File: config.mk
export PLATFORM = sky130hd
export DESIGN_NAME = cmd_reg_buf
export DESIGN_NICKNAME = d
export VERILOG_FILES = /design/src/rtl/cmd_buf_pkg.sv /design/src/rtl/cmd_rst_sync.sv /design/src/rtl/cmd_lane_map.sv /design/src/rtl/cmd_reg_buf.sv
export SDC_FILE = /design/constraint.sdc
export NUM_CORES = 1
export LEC_CHECK = 0
export BUFFER_PORTS_ARGS = -buffer_cell sky130_fd_sc_hd__buf_4
export CAP_MARGIN = 0
export CORE_AREA = 2 2 66 68
export CTS_BUF_LIST = sky130_fd_sc_hd__clkbuf_16
export CTS_CLUSTER_SIZE = 25
export DETAILED_ROUTE_END_ITERATION = 12
export DIE_AREA = 0 0 68 70
export GPL_TIMING_DRIVEN = 1
export SLEW_MARGIN = 5
export SYNTH_ARGS = -nofsm -noshare
export SYNTH_HDL_FRONTEND = slang
export SYNTH_SLANG_ARGS = --single-unit
File: constraint.sdc
create_clock -name clk_i -period 1.9 [get_ports clk_i]
set_input_delay 0.095 -clock clk_i [delete_from_list [all_inputs] [get_ports clk_i]]
set_output_delay 0.095 -clock clk_i [all_outputs]
set_load 0.02 [all_outputs]
File: src/rtl/cmd_buf_pkg.sv
package cmd_buf_pkg;
  typedef enum logic {FAN_1TO1 = 1'b0, FAN_1TO2 = 1'b1} fanout_e;
  typedef enum logic {MAP_LOW  = 1'b0, MAP_HIGH = 1'b1} map_e;

  function automatic int unsigned max_u(int unsigned a, int unsigned b);
    return (a > b) ? a : b;
  endfunction
endpackage

File: src/rtl/cmd_rst_sync.sv
module cmd_rst_sync #(
  parameter int unsigned STAGES = 2
) (
  input  logic clk_i,
  input  logic rst_ni,
  output logic run_o
);
  logic [STAGES-1:0] sync_q;

  always_ff @(posedge clk_i or negedge rst_ni) begin
    if (!rst_ni) sync_q <= '0;
    else         sync_q <= {sync_q[STAGES-2:0], 1'b1};
  end

  assign run_o = sync_q[STAGES-1];

  // once running, stays running until the next reset
  assert_run_sticky_R8: assert property (@(posedge clk_i) disable iff (!rst_ni)
    run_o |=> run_o);
endmodule

File: src/rtl/cmd_lane_map.sv
module cmd_lane_map
  import cmd_buf_pkg::*;
#(
  parameter int unsigned WIDE_W   = 25,
  parameter int unsigned NARROW_W = 14,
  parameter int unsigned Q_W      = 28
) (
  input  logic              fanout_i,
  input  logic              map_i,
  input  logic [WIDE_W-1:0] d_i,
  output logic [Q_W-1:0]    q_next_o
);
  localparam int unsigned COPIES = 2;
  localparam int unsigned HI_LSB = WIDE_W - NARROW_W;

  logic [NARROW_W-1:0] narrow_src;
  logic [Q_W-1:0]      narrow_vec;
  logic [Q_W-1:0]      wide_vec;

  assign narrow_src = (map_e'(map_i) == MAP_HIGH) ? d_i[HI_LSB +: NARROW_W]
                                                  : d_i[NARROW_W-1:0];

  for (genvar c = 0; c < COPIES; c++) begin : g_copy
    assign narrow_vec[c*NARROW_W +: NARROW_W] = narrow_src;
  end
  if (Q_W > COPIES*NARROW_W) begin : g_narrow_pad
    assign narrow_vec[Q_W-1:COPIES*NARROW_W] = '0;
  end

  always_comb begin
    wide_vec = '0;
    wide_vec[WIDE_W-1:0] = d_i;
  end

  assign q_next_o = (fanout_e'(fanout_i) == FAN_1TO2) ? narrow_vec : wide_vec;
endmodule

File: src/rtl/cmd_reg_buf.sv
module cmd_reg_buf
  import cmd_buf_pkg::*;
#(
  parameter  int unsigned WIDE_W      = 25,
  parameter  int unsigned NARROW_W    = 14,
  parameter  int unsigned SYNC_STAGES = 2,
  localparam int unsigned Q_W         = max_u(WIDE_W, 2*NARROW_W)
) (
  input  logic              clk_i,
  input  logic              rst_ni,
  input  logic              fanout_sel_i,
  input  logic              map_sel_i,
  input  logic              cs_a_ni,
  input  logic              cs_b_ni,
  input  logic [WIDE_W-1:0] d_i,
  output logic [Q_W-1:0]    q_o
);
  logic           run;
  logic           hold;
  logic           upd;
  logic [Q_W-1:0] q_next;

  cmd_rst_sync #(.STAGES(SYNC_STAGES)) i_rst_sync (
    .clk_i (clk_i),
    .rst_ni(rst_ni),
    .run_o (run)
  );

  cmd_lane_map #(.WIDE_W(WIDE_W), .NARROW_W(NARROW_W), .Q_W(Q_W)) i_lane_map (
    .fanout_i(fanout_sel_i),
    .map_i   (map_sel_i),
    .d_i     (d_i),
    .q_next_o(q_next)
  );

  assign hold = cs_a_ni & cs_b_ni;
  assign upd  = run & ~hold;

  // reset wins over chip-select gating
  always_ff @(posedge clk_i or negedge rst_ni) begin
    if (!rst_ni)  q_o <= '0;
    else if (upd) q_o <= q_next;
  end

  assert_wide_load_R1: assert property (@(posedge clk_i) disable iff (!rst_ni)
    (upd && !fanout_sel_i) |=> (q_o[WIDE_W-1:0] == $past(d_i)) &&
                               (q_o[Q_W-1:WIDE_W] == '0));

  assert_copy_match_R2: assert property (@(posedge clk_i) disable iff (!rst_ni)
    (upd && fanout_sel_i) |=> q_o[NARROW_W-1:0] == q_o[2*NARROW_W-1:NARROW_W]);

  assert_high_map_R3: assert property (@(posedge clk_i) disable iff (!rst_ni)
    (upd && fanout_sel_i && map_sel_i) |=>
      q_o[NARROW_W-1:0] == $past(d_i[WIDE_W-1 -: NARROW_W]));

  assert_hold_R5: assert property (@(posedge clk_i) disable iff (!rst_ni)
    (run && cs_a_ni && cs_b_ni) |=> $stable(q_o));

  assert_idle_low_R8: assert property (@(posedge clk_i) disable iff (!rst_ni)
    !run |=> q_o == '0);
endmodule

Yosys cells after proc, flatten, opt, wreduce, memory -nomap -nowiden
Index checks and enable logic that the tools add are counted.

Mux-type cells: 2. Bitwise gates (word level): 3.

Operator list (count): two-way mux 28 bit (1); two-way mux 14 bit (1); bitwise AND 1 bit (2); NOT 1 bit (1).

Input port bits: 31. Register bits after elaboration: 30.

Depth between registers and ports, before layout
Depth in word-level cells: 3. Gate-level depth with buffers: 5.

By module
Synthesis repeated with hierarchy kept, for this count alone.

Cells, all modules: 123. Area, all modules: 1721.7 um2.

By module, submodules not included: cmd_reg_buf (seq. area each 700.7 um2, instances 1, area each 1153.6 um2, cells an instance 60); cmd_lane_map (seq. area each 0.0 um2, instances 1, area each 514.2 um2, cells an instance 60); cmd_rst_sync (seq. area each 50.0 um2, instances 1, area each 53.8 um2, cells an instance 3).

Least setup slack after synthesis
OpenSTA, ideal clock, no wires.

Path kind: register to register. From: register i_rst_sync.sync_q[1]. To: register q_o[10]. Data arrival time: 0.988 ns. Period minus slack after synthesis: 1.109 ns. Cell stages (with the launch flop): 6. Setup slack: 0.791 ns. Cell sequence: dfrtp_1 > a21bo_2 > buf_6 > buf_6 > nor2_1 > a22o_1.

Word-level cells in the longest chain between the ends: 1.

Ends and longest elaborated chain: start, declared (RTL line cmd_rst_sync.sv:8) `logic [STAGES-1:0] sync_q;`; start signal, assigned (RTL line cmd_rst_sync.sv:12) `else sync_q <= {sync_q[STAGES-2:0], 1'b1};`; bitwise AND 1 bit (RTL line cmd_reg_buf.sv:37) `assign upd = run & ~hold;`; end signal, assigned (RTL line cmd_reg_buf.sv:42) `else if (upd) q_o <= q_next;`; end, declared (RTL line cmd_reg_buf.sv:16) `output logic [Q_W-1:0] q_o`.

Every way passes these cells. A chain may end at the register's enable or synchronous reset.

Worst setup path in the final report
From: register i_rst_sync.sync_q[1]. To: register q_o[6].

Same word-level chain as after synthesis.

==> results.md <==
* Clk_skew at 0.004522 ns
* Hold Crit Endpoint: q_o[11]
* Avg Inst Size Synth at 9.968 um^2
* Final min period at 1.236 ns
* Clock power frac at 0.367
* Post-route design area at 0.002064 mm^2
* Critical-path maximum fanout at 30
* Status: finished, final reports clean
* Post-synthesis sequential area ratio at 0.4988
* Unrepaired setup endpoints after global routing: no
* CTS Sinks at 30
* PostCTS Resize Cnt at 0
* Cell area after synthesis at 0.001505 mm^2
* Post-detailed-route count of antenna-violating nets at 0
* Slew Viols, Final at 0
* Post-route DRC at 0
* Share of cells above drive strength 1 at 0.3221
* Worst Setup Start Kind: flop
* Req. time, crit path at 2.06 ns
* Switching power at 0.0005665 W
* Post-DP Area at 0.001917 mm^2
* Die ar. at 0.004760 mm^2
* Worst skew pair latency at 0.27 ns
* # setup viols final at 0
* Internal power at 0.001428 W
* FF-to-FF setup slack at 0.66 ns
* Synthesized instance count at 151
* Largest net degree at the start of global routing at 38
* Max Freq at 809.2 MHz
* H-tree lvl count at 2
* Number of global-route vias before repair at 1267
* Dpl hpwl at 2627 um
* Peak supply drop at 0.0003952 V
* Worst hold path type: input pin to flop
* CTS tree: yes
* P_leak at 1.073 nW
* Routed WL at 3671 um
* Num CTS Buffers at 5
* TNS Setup at 0 ns
* Total gr overflow at 0
* Die height at 70 um
* #FFs+latches synth at 30
* DR WL/cell at 14.12 um
* Vias per std cell at 4.915
* Most common cell after layout, fill and taps aside: buf_4
* Root buf cell: clkbuf_16
* Antenna violations before repair at 0
* Via Count at 1278
* Diode count at 0
* Clk slew on worst S/H paths at 0.05 ns
* Core Region at 0.004144 mm^2
* Power per cell area at 965.9 mW/mm^2
* DRT Pass-1 Iters at 5
* Reg2reg start: i_rst_sync.sync_q[1]
* Final #Nets at 238
* Worst Hold Depth at 3
* Syn-to-layout area delta at 37.16%
* Yosys synthesis warning count at 0
* Row count at 24
* Die Wd at 68 um
* Seq pwr share at 0.388
* Commonest cells after routing, fill and taps aside: buf_4 (60), nor2_1 (47), dfrtp_1 (30)
* Crit path arrival time at 1.40 ns
* Path depth of the worst reg2reg path at 4
* Sw Share at 0.2841
* GRT Total Usage at 0.1720
* Crit share post-route at 0.6504
* RR Endpoint: q_o[6]
* Setup CP Type: flop to flop
* First-pass GRT wire length at 6085 um
* Clk buf depth at 2
* Setup crit end kind: flop
* Initial DRC Count at 123
* Max Cap Viol at 0
* Synthesized net count at 182
* Number of fill cells at 415
* Starting Density at 0.3632
* GP Congestion at 0.7133
* Port bufs at 58
* Count of final hold-check violations at 0
* Worst hold start: d_i[22]
* Combinational share of power at 0.245
* # IOs at 59
* Post-synth cell types at 10
-- power groups by stage --
stage | combinational (W) | sequential [W] | clock (W)
after global routing | 0.000528 | 0.000785 | 0.000787
final | 0.000489 | 0.000773 | 0.000732
after detailed placement | 0.000493 | 0.000782 | 0
after global placement | 0.000485 | 0.000782 | 0
after CTS | 0.000496 | 0.000774 | 0.000752
after floorplan | 0.000181 | 0.000874 | 0
-- metrics by stage --
step	total power, W	util	worst slack, ns	instances	hold slack (ns)
after floorplan	0.001055	-	0.7908	151	-0.2006
after global placement	0.001267	0.4626	0.6998	251	0.04923
after detailed placement	0.001275	0.4626	0.6668	251	0.05228
after CTS	0.002022	0.4982	0.6636	260	0.1349
after global routing	0.002100	0.4982	0.5936	260	0.1419
final	0.001994	0.4982	0.6642	260	0.1336
-- cells in the mapped netlist --
| cell | n | area [um^2] |
|---|---|---|
| nand2_1 | 15 | 56.30 |
| a21bo_2 | 1 | 10.01 |
| buf_6 | 7 | 78.83 |
| o21ai_0 | 3 | 15.01 |
| conb_1 | 1 | 3.750 |
| buf_2 | 5 | 25.02 |
| dfrtp_1 | 30 | 750.7 |
| a22o_1 | 25 | 219.0 |
| nor2_1 | 47 | 176.4 |
| mux2i_1 | 17 | 170.2 |
-- how the worst max path moves through the flow --
stage	from	endpoint	slack (ns)	cells after the start
2_1_floorplan	i_rst_sync.sync_q[1]	q_o[10]	0.79	5
3_3_place_gp	i_rst_sync.sync_q[1]	q_o[20]	0.70	4
3_5_place_dp	i_rst_sync.sync_q[1]	q_o[6]	0.67	4
4_1_cts	i_rst_sync.sync_q[1]	q_o[6]	0.66	4
5_1_grt	i_rst_sync.sync_q[1]	q_o[6]	0.59	4
6_report	i_rst_sync.sync_q[1]	q_o[6]	0.66	4
-- critical path, stage by stage (launching register included) --
cell and delay [ns]:
dfrtp_1 0.35, a21bo_2 0.19, buf_4 0.27, nor2_1 0.10, a22o_1 0.21
-- state kept, by name (all words and copies together) (netlist names) --
| signal | flops |
|---|---|
| q_o | 28 |
| i_rst_sync.sync_q | 2 |
-- what timing repair did --
item / CTS / global route
hold endpoints to repair: 30 / 0
hold buffers: 1 / 0
setup buffers: 0 / 0
-- layer usage --
layer / track usage / up-vias / part of all wire
li1: - / 624 / -
met5: 0 / - / 0
met2: 0.2783 / 35 / 0.52
met1: 0.2131 / 614 / 0.41
met4: 0.08000 / 0 / 0.020
met3: 0.03865 / 5 / 0.044
-- area by class of cell --
class                      instances  area [um^2]  area share
sequential                        30        750.7      0.3636
multi-input combinational        109        650.6      0.3152
timing repair buffer              61        460.4      0.2230
clock buffer                       5        125.1     0.06061
tap                               52        65.06     0.03152
clock inverter                     3        12.51    0.006061
-- cells by family (layout without fill, tap and decap cells) --
family,after synthesis,after routing,share of synthesized area
other,1,1,0.002491
AND/OR/NAND/NOR,62,62,0.1546
AO/OA/AOI/OAI,29,29,0.1621
buffers and inverters,12,69,0.06899
flip-flops,30,30,0.4988
multiplexers,17,17,0.1130
No activity file was read; power rests on OpenSTA's default activity.
